**config.mk**
```make
export PLATFORM = sky130hd
export DESIGN_NAME = scl_timer
export DESIGN_NICKNAME = d
export VERILOG_FILES = /design/src/rtl/scl_timer_pkg.sv /design/src/rtl/scl_cfg_regs.sv /design/src/rtl/scl_phase_fsm.sv /design/src/rtl/sda_hold_gate.sv /design/src/rtl/scl_timer.sv
export SDC_FILE = /design/constraint.sdc
export NUM_CORES = 1
export LEC_CHECK = 0
export BUFFER_PORTS_ARGS = -buffer_cell sky130_fd_sc_hd__buf_2
export CORE_MARGIN = 5
export CORE_UTILIZATION = 35
export DETAILED_ROUTE_END_ITERATION = 8
export SYNTH_ARGS = -nofsm -noshare
export SYNTH_HDL_FRONTEND = slang
export SYNTH_SLANG_ARGS = --single-unit
```
**constraint.sdc**
```tcl
create_clock -name clk -period 6.9 [get_ports clk]
set_clock_uncertainty 0.05 [all_clocks]
set_input_delay 1.035 -clock clk [delete_from_list [all_inputs] [get_ports clk]]
set_output_delay 1.035 -clock clk [all_outputs]
set_load 0.02 [all_outputs]
```
**src/rtl/scl_timer_pkg.sv**
```systemverilog
// Shared definitions for the SCL timer: phase states, speed codes,
// register addresses and the fixed phase overheads.
package scl_timer_pkg;

    typedef enum logic [1:0] {
        PH_PARK_HI = 2'd0,
        PH_LOW     = 2'd1,
        PH_PARK_LO = 2'd2,
        PH_HIGH    = 2'd3
    } phase_t;

    localparam logic [1:0] SPD_STD = 2'b01;

    localparam int HI_EXTRA  = 3;
    localparam int LO_EXTRA  = 1;

    localparam int A_STD_HI  = 0;
    localparam int A_STD_LO  = 1;
    localparam int A_FAST_HI = 2;
    localparam int A_FAST_LO = 3;
    localparam int A_HOLD    = 4;
    localparam int NUM_REGS  = 5;

endpackage

```
**src/rtl/scl_cfg_regs.sv**
```systemverilog
// Count register file and speed selection.
// Holds the four clock counts and the SDA hold count. Accepts writes only
// while the controller is off. Presents the phase lengths of the selected
// speed, with zero counts clamped to one and the fixed overheads added.
// Assumes wr_addr values above the last register are simply not decoded.
module scl_cfg_regs
    import scl_timer_pkg::*;
#(
    parameter int CNT_W  = 16,
    parameter int ADDR_W = 3,
    parameter int LEN_W  = CNT_W + 2
) (
    input  logic              clk,
    input  logic              rst_n,
    input  logic              ctl_on,
    input  logic              wr_en,
    input  logic [ADDR_W-1:0] wr_addr,
    input  logic [CNT_W-1:0]  wr_data,
    input  logic [1:0]        speed_sel,
    output logic [LEN_W-1:0]  hi_len,
    output logic [LEN_W-1:0]  lo_len,
    output logic [CNT_W-1:0]  hold_val
);

    logic [CNT_W-1:0] regs_q [NUM_REGS];

    for (genvar g = 0; g < NUM_REGS; g++) begin : g_reg
        logic [CNT_W-1:0] q;
        // One count register: loads only when addressed and the controller is off.
        always_ff @(posedge clk) begin
            if (!rst_n) begin
                q <= '0;
            end else if (wr_en && !ctl_on && wr_addr == ADDR_W'(g)) begin
                q <= wr_data;
            end
        end
        assign regs_q[g] = q;
    end

    logic             is_std;
    logic [CNT_W-1:0] hi_raw, lo_raw, hi_eff, lo_eff;

    // Pick the pair for the current speed and clamp zero counts to one.
    always_comb begin
        is_std = (speed_sel == SPD_STD);
        hi_raw = is_std ? regs_q[A_STD_HI] : regs_q[A_FAST_HI];
        lo_raw = is_std ? regs_q[A_STD_LO] : regs_q[A_FAST_LO];
        hi_eff = (hi_raw == '0) ? CNT_W'(1) : hi_raw;
        lo_eff = (lo_raw == '0) ? CNT_W'(1) : lo_raw;
        hi_len = LEN_W'(hi_eff) + LEN_W'(HI_EXTRA);
        lo_len = LEN_W'(lo_eff) + LEN_W'(LO_EXTRA);
    end

    assign hold_val = regs_q[A_HOLD];

endmodule

```
**src/rtl/scl_phase_fsm.sv**
```systemverilog
// Clock phase sequencer.
// Runs one low or high SCL phase per accepted request and strobes its end.
// Phase lengths are latched into a down-counter when the request is taken.
// In a high phase the counter advances only on edges where SCL reads high.
// Assumes the bit engine alternates low and high requests.
module scl_phase_fsm
    import scl_timer_pkg::*;
#(
    parameter int LEN_W = 18
) (
    input  logic             clk,
    input  logic             rst_n,
    input  logic             req_low,
    input  logic             req_high,
    input  logic             scl_in,
    input  logic [LEN_W-1:0] hi_len,
    input  logic [LEN_W-1:0] lo_len,
    output logic             scl_oe,
    output logic             low_done,
    output logic             high_done,
    output logic             fall_evt
);

    phase_t           state_q;
    logic [LEN_W-1:0] cnt_q;

    // Marks the edge at which SCL is about to be pulled low.
    assign fall_evt = (state_q == PH_PARK_HI) && req_low;

    // Phase state, down-counter, SCL drive and end-of-phase strobes.
    always_ff @(posedge clk) begin
        if (!rst_n) begin
            state_q   <= PH_PARK_HI;
            cnt_q     <= '0;
            scl_oe    <= 1'b0;
            low_done  <= 1'b0;
            high_done <= 1'b0;
        end else begin
            low_done  <= 1'b0;
            high_done <= 1'b0;
            case (state_q)
                PH_PARK_HI: if (req_low) begin
                    state_q <= PH_LOW;
                    scl_oe  <= 1'b1;
                    cnt_q   <= lo_len - LEN_W'(1);
                end
                PH_LOW: if (cnt_q == '0) begin
                    state_q  <= PH_PARK_LO;
                    low_done <= 1'b1;
                end else begin
                    cnt_q <= cnt_q - LEN_W'(1);
                end
                PH_PARK_LO: if (req_high) begin
                    state_q <= PH_HIGH;
                    scl_oe  <= 1'b0;
                    cnt_q   <= hi_len - LEN_W'(1);
                end
                PH_HIGH: if (scl_in) begin
                    if (cnt_q == '0) begin
                        state_q   <= PH_PARK_HI;
                        high_done <= 1'b1;
                    end else begin
                        cnt_q <= cnt_q - LEN_W'(1);
                    end
                end
                default: state_q <= PH_PARK_HI;
            endcase
        end
    end

endmodule

```
**src/rtl/sda_hold_gate.sv**
```systemverilog
// SDA hold gate.
// Registers the SDA drive request. After each falling SCL edge it freezes
// the output for the programmed number of reference clocks, so data stays
// stable through the hold time. A new falling edge restarts the window.
module sda_hold_gate #(
    parameter int CNT_W = 16
) (
    input  logic             clk,
    input  logic             rst_n,
    input  logic             fall_evt,
    input  logic [CNT_W-1:0] hold_val,
    input  logic             sda_req,
    output logic             sda_oe
);

    logic [CNT_W-1:0] wait_q;

    // Hold window counter and the gated SDA drive register.
    always_ff @(posedge clk) begin
        if (!rst_n) begin
            wait_q <= '0;
            sda_oe <= 1'b0;
        end else if (fall_evt) begin
            wait_q <= hold_val;
        end else if (wait_q != '0) begin
            wait_q <= wait_q - CNT_W'(1);
        end else begin
            sda_oe <= sda_req;
        end
    end

endmodule

```
**src/rtl/scl_timer.sv**
```systemverilog
// SCL timing generator top.
// Ties the count registers, the phase sequencer and the SDA hold gate
// together. Outputs are open-drain enables (1 pulls the line low).
// scl_in must reflect the wired SCL level, including any slave hold.
module scl_timer
    import scl_timer_pkg::*;
#(
    parameter int CNT_W  = 16,
    parameter int ADDR_W = 3
) (
    input  logic              clk,
    input  logic              rst_n,
    input  logic              ctl_on,
    input  logic              wr_en,
    input  logic [ADDR_W-1:0] wr_addr,
    input  logic [CNT_W-1:0]  wr_data,
    input  logic [1:0]        speed_sel,
    input  logic              req_low,
    input  logic              req_high,
    input  logic              sda_req,
    input  logic              scl_in,
    output logic              scl_oe,
    output logic              sda_oe,
    output logic              low_done,
    output logic              high_done
);

    localparam int LEN_W = CNT_W + 2;

    logic [LEN_W-1:0] hi_len, lo_len;
    logic [CNT_W-1:0] hold_val;
    logic             fall_evt;

    scl_cfg_regs #(.CNT_W(CNT_W), .ADDR_W(ADDR_W), .LEN_W(LEN_W)) u_regs (
        .clk       (clk),
        .rst_n     (rst_n),
        .ctl_on    (ctl_on),
        .wr_en     (wr_en),
        .wr_addr   (wr_addr),
        .wr_data   (wr_data),
        .speed_sel (speed_sel),
        .hi_len    (hi_len),
        .lo_len    (lo_len),
        .hold_val  (hold_val)
    );

    scl_phase_fsm #(.LEN_W(LEN_W)) u_phase (
        .clk       (clk),
        .rst_n     (rst_n),
        .req_low   (req_low),
        .req_high  (req_high),
        .scl_in    (scl_in),
        .hi_len    (hi_len),
        .lo_len    (lo_len),
        .scl_oe    (scl_oe),
        .low_done  (low_done),
        .high_done (high_done),
        .fall_evt  (fall_evt)
    );

    sda_hold_gate #(.CNT_W(CNT_W)) u_hold (
        .clk      (clk),
        .rst_n    (rst_n),
        .fall_evt (fall_evt),
        .hold_val (hold_val),
        .sda_req  (sda_req),
        .sda_oe   (sda_oe)
    );

endmodule

```
* Word-level counts from Yosys, hierarchy flattened
Index checks and enable logic that the tools add are counted.
** Word-level totals
- Flip-flop bits (word level) :: 120
- Bits of input ports :: 29
- Output and inout bits :: 4
** Cells by class
- Add/subtract/negate cells :: 6
- Equal/unequal tests :: 13
- Mux-type cells :: 21
- Bitwise gates (word level) :: 2
- Reduce and logical (&&, ||, !) cells :: 22
** Operators by type and width (number)
- $mux 16 :: 6
- $mux 18 :: 4
- $pmux 18 s4 :: 1
- $sub 17x1->18 const B :: 2
- $logic_not 16->1 :: 2
- $logic_not 18->1 :: 1
- $sub 18x1->18 const B :: 1
- $add 16x1->17 const B :: 1
- $add 16x2->17 const B :: 1
- $reduce_bool 16->1 :: 1
- $sub 16x1->16 const B :: 1
- $mux 2 :: 5
- $reduce_and 3->1 :: 3
- $pmux 2 s4 :: 1
- $logic_and 1x1->1 :: 7
- $eq 3x2->1 const B :: 2
- $ne 2x2->1 const B :: 3
- $reduce_and 5->1 :: 1
- $eq 2x1->1 const B :: 2
- $eq 2x2->1 const B :: 2
- $ne 2x1->1 const B :: 2
- $reduce_and 2->1 :: 2
- $reduce_bool 2->1 :: 2
- $eq 3x1->1 const B :: 1
- other kinds (7) :: 10

* Longest topological paths before layout
- Word-level depth :: 8
- Mapped depth :: 13

* Cells and area by module
From an unflattened synthesis, not the netlist that was laid out.
** Second synthesis, totals
- Cell total of the unflattened synthesis :: 825
- Area total of the unflattened synthesis :: 7138.1 µm²
** Modules (own cells, without submodules)
- scl_cfg_regs :: times used 1, cells an instance 523, area an instance 4404.2 µm²
- scl_phase_fsm :: times used 1, cells an instance 191, area an instance 1741.7 µm²
- sda_hold_gate :: times used 1, cells an instance 111, area an instance 992.2 µm²

* Least setup slack after synthesis
OpenSTA, ideal clock, no wires.
- Path type :: input-to-reg
- Start point :: input port speed_sel[1]
- End point :: register u_phase.cnt_q[9]
- Arrival :: 3.617 ns
- Data required time :: 6.776 ns
- Setup slack :: 3.159 ns
- Cell stages on the path :: 13
- Path buffers :: 3
- Cells stage by stage :: nand2b_4 buf_6 clkbuf_1 clkbuf_1 nand2_1 nand2_1 ha_1 nand2_1 mux2i_1 or4b_2 xor2_1 nand2_1 a31oi_1
** Between the ends
- Cells in the longest elaborated chain, start to end :: 8
** RTL lines
- start: declaration :: line scl_timer.sv:17 : input logic [1:0] speed_sel,
- $eq 2x1->1 (*) :: line scl_cfg_regs.sv:45 : is_std = (speed_sel == SPD_STD);
- $mux 16, on equally long branches :: line scl_cfg_regs.sv:46, scl_cfg_regs.sv:47
- $logic_not 16->1, on equally long branches :: line scl_cfg_regs.sv:48, scl_cfg_regs.sv:49
- $mux 16, on equally long branches :: line scl_cfg_regs.sv:48, scl_cfg_regs.sv:49
- $add 16x2->17 or $add 16x1->17 (tied branches) :: line scl_cfg_regs.sv:50, scl_cfg_regs.sv:51
- $sub 17x1->18, on equally long branches :: line scl_phase_fsm.sv:56, scl_phase_fsm.sv:45
- $mux 18, on equally long branches :: line scl_phase_fsm.sv:53, scl_phase_fsm.sv:42
- $pmux 18 s4 (*) :: line scl_phase_fsm.sv:41 : case (state_q)
- end signal: assignment :: line scl_phase_fsm.sv:45 : cnt_q <= lo_len - LEN_W'(1);
- end signal: assignment :: line scl_phase_fsm.sv:51 : cnt_q <= cnt_q - LEN_W'(1);
- end signal: assignment :: line scl_phase_fsm.sv:56 : cnt_q <= hi_len - LEN_W'(1);
- end: declaration :: line scl_phase_fsm.sv:25 : logic [LEN_W-1:0] cnt_q;
Every way passes the cells marked *; elsewhere a longest branch is shown, timed or not. The select of a mux whose other input is x is not followed.
A chain may end at the register's enable or synchronous reset.

* Final worst setup path
Ends and elaborated chain as after synthesis.

==> out/results.md <==
Cells and area
* **FILL cells** 1780
* **fraction of final layout cells sized beyond drive strength 1** 10.5%
* **Final Cell Area** 0.00709 mm^2
* **area delta synth->final** 14.9%
* **Layout Nets** 836
* **most frequent cells in the layout** nand2_1, dfxtp_1, a21oi_1
* **share of the core filled with cells** 41.0%
* **most common cell after layout, fill and taps aside** nand2_1
* **antenna diode count** 0

Global route
* **number of global-route vias before repair** 5093
* **global route hottest layer** met2
* **met1 Usage GRT** 25.5%
* **wire length of the first global-routing pass** 28.6 mm
* **overall fraction of global-route tracks in use** 17.7%
* **pin count of the biggest net entering global routing** 84
* **met2 track demand over resource** 26.8%
* **met3 capacity usage during global routing** 3.42%
* **GRT Residual Overflow** 0
* **antenna violations before repair** 0

Worst setup path
* **Worst path max stage delay** 0.86 ns
* **critical path's slowest cell** and2b_1
* **family with the most delay on the worst path** simple AND/OR/NAND/NOR gates
* **crit path launch type** input pin
* **path type of the worst setup path** in2reg
* **type of destination of the critical path** register
* **count of buffer and inverter cells on the critical path** 1
* **arrival time worst endpoint** 3.94 ns
* **data required time of the critical path** 7.19 ns
* **largest fanout on the critical path** 27
* **most frequent cell on the critical path** nand2_1
* **series of cell instances along the critical path** buf_2 -> and2b_1 -> nand2_1 -> nand2_1 -> ha_1 -> nand2_1 -> mux2i_1 -> or4b_2 -> xor2_1 -> nand2_1 -> a31oi_1

Placement
* **weighted congestion at the end of routability-driven global placement** 0.934
* **post-place instance area** 0.00646 mm^2
* **number of I/O port buffers** 32
* **estimated wirelength of the detail-placed design** 12.9 mm

Timing
* **Setup Viol. Count Final** 0
* **unrepaired setup endpoints after global routing** no
* **number of hold violations in the final report** 0
* **fin crit period** 3.65 ns
* **headroom to the max-slew limit** 24.4%
* **worst hold margin** 0.412 ns
* **period utilization** 52.9%
* **highest clock rate** 274 MHz
* **setup TNS** 0 ns
* **final number of max-transition violations** 0
* **actual transition at the worst max-transition pin** 1.13 ns

Yosys
* **synth top area cells** dfxtp_1, nand2_1, mux2i_1, a21oi_1, nor2_1
* **Synth Area per Inst** 7.82 um^2
* **count of flip-flops with a built-in enable after synthesis** 0
* **proportion of netlist area held by the largest area contributor** 38.9%
* **Post-Synthesis Cell Area** 0.00617 mm^2
* **synth warn** 0
* **Yosys cell types** 61
* **count of mapped cells out of synthesis** 789
* **count of state elements after synthesis** 120
* **Most used DFF post-synth** dfxtp_1
* **cell type with the highest aggregate area in the netlist** dfxtp_1
* **sequential share of the synthesized area** 38.9%
* **async set-or-reset flop fraction in the synthesized netlist** 0%
* **synthesized netlist net count** 826

Detailed routing
* **antenna violation net count after detailed routing** 0
* **Vias** 5660
* **detail-routed net length per standard cell** 17.3 um
* **detailed-route vias per instance** 5.46
* **number of search-and-repair iterations in the first detailed-routing pass** 5
* **number of DRC violations after detailed routing** 0
* **wire length reported by the detailed router** 17.9 mm
* **starting DRC count in detailed routing** 449

CTS
* **Post-CTS Setup Bufs** 0
* **clock-pin slew on the worst setup and hold paths** 0.05 ns
* **buffer levels on the longest clock path** 2
* **Resize count post-CTS** 0
* **Inserted Clock Buffers** 17
* **CTS tree** yes
* **number of sinks handled by clock tree synthesis** 120
* **CTS H-Tree Depth** 4
* **Post-CTS Hold Fix Bufs** 0
* **cell at the root of the clock tree** clkbuf_16
* **clk_lat worst skew** 0.41 ns

Die
* **area of the core** 0.0173 mm^2
* **area of the die** 0.0204 mm^2
* **die outline height** 143 um
* **initial cell density of the core** 35.7%
* **floorplan die width** 143 um
* **number of cell rows** 48
* **count of pins on the block boundary** 33

Hold path
* **Min-Delay Path Class** reg2reg

Pwr
* **Int Power** 1.77 mW
* **part of the total power dissipated in combinational logic** 33.6%
* **portion of total power attributed to the clock network** 34.3%
* **Switching Share** 36.2%
* **Net Sw Power** 1.00 mW
* **part of the total power dissipated in sequential elements** 32.1%
* **power per unit of standard cell area** 391 mW/mm^2
* **Peak VDD IR** 0.232 mV
* **standby leakage power** 2.80 nW

Run
* **max-capacitance violation count** 0

Run status
* **status** finished clean

## routing by layer
layer	share of wire (%)	up-vias
met5	0	-
met4	2.1	0
met3	5.5	20
met2	44	165
met1	48	2648
li1	-	2827
## state kept, by name (all words and copies together), names as in the netlist
register,cells
u_hold.sda_oe,1
u_hold.wait_q,16
u_phase.cnt_q,18
u_phase.high_done,1
u_phase.low_done,1
u_phase.scl_oe,1
u_phase.state_q,2
u_regs.g.q,64
u_regs.hold_val,16
## layout make-up
class                   instances  area, um^2  area share (%)
repair buffers                 35         183            2.58
multi-input cells             615        3560            50.1
clock buffers                  22         464            6.55
flip-flops and latches        120        2400            33.9
clock inverters                10         166            2.35
well taps                     225         282            3.97
inverters                      10        37.5           0.529
## cells by family (layout without fill, tap and decap cells)
family,Yosys count,count (layout),synth area share [%]
compound gates,161,161,15.6
flops,120,120,38.9
mux,61,61,10.2
simple gates,363,363,27.0
xor+xnor,22,22,3.12
buf+inv,54,77,3.49
fa+ha+maj,8,8,1.62
## path summary, 6_finish.rpt
check              startpoint           endpoint  slack (ns)  depth (start not counted)
max              speed_sel[1]   u_phase.cnt_q[9]        3.25                         11
min reg2reg    u_phase.scl_oe     u_phase.scl_oe        0.41                          2
min            u_phase.scl_oe     u_phase.scl_oe        0.41                          2
max reg2reg  u_phase.cnt_q[0]  u_phase.cnt_q[15]        4.10                          8
## tightest hold or removal path, cell delays in order (launching register included)
cell and delay, ns:
dfxtp_1 0.31, nand2_1 0.05, a21oi_1 0.05
## power groups by stage
stage                     combinational, mW  sequential, mW  clock, mW
final                                 0.931           0.889      0.950
after global routing                   1.05           0.904      0.996
after CTS                             0.930           0.887      0.959
after detailed placement              0.922           0.900          0
after global placement                0.930           0.898          0
after floorplan                       0.718           0.881          0
## cells in the mapped netlist, types with 2 or more instances
cell,number
nor4b_1,2
nand3b_1,3
buf_1,4
o211ai_1,5
inv_1,9
or4_1,15
nand3_1,21
nand2b_1,4
ha_1,8
mux2_2,9
or2_2,3
nor4_1,19
nor3_1,16
a221oi_1,2
mux2i_1,50
and3_1,3
a41oi_1,2
a31oi_1,6
xor2_1,8
o21a_1,2
nand2_1,176
xnor2_1,14
and2_1,2
a21oi_1,77
nor3b_1,3
mux2_4,2
o31ai_1,5
a211oi_1,15
dfxtp_1,120
clkbuf_1,37
nand4_1,7
o22ai_1,3
a311oi_1,2
or3_1,4
a32oi_1,2
o31a_1,2
o21ai_0,28
nor2_1,76
## through the flow
stage / std cells / power [mW] / worst slack [ns]
after CTS: 1037 / 2.78 / 3.29
final: 1037 / 2.77 / 3.25
after floorplan: 789 / 1.60 / 3.16
after global routing: 1037 / 2.95 / 3.04
after global placement: 1005 / 1.83 / 2.91
after detailed placement: 1005 / 1.82 / 2.86
Note: power is estimated with default switching activity, not from simulation.
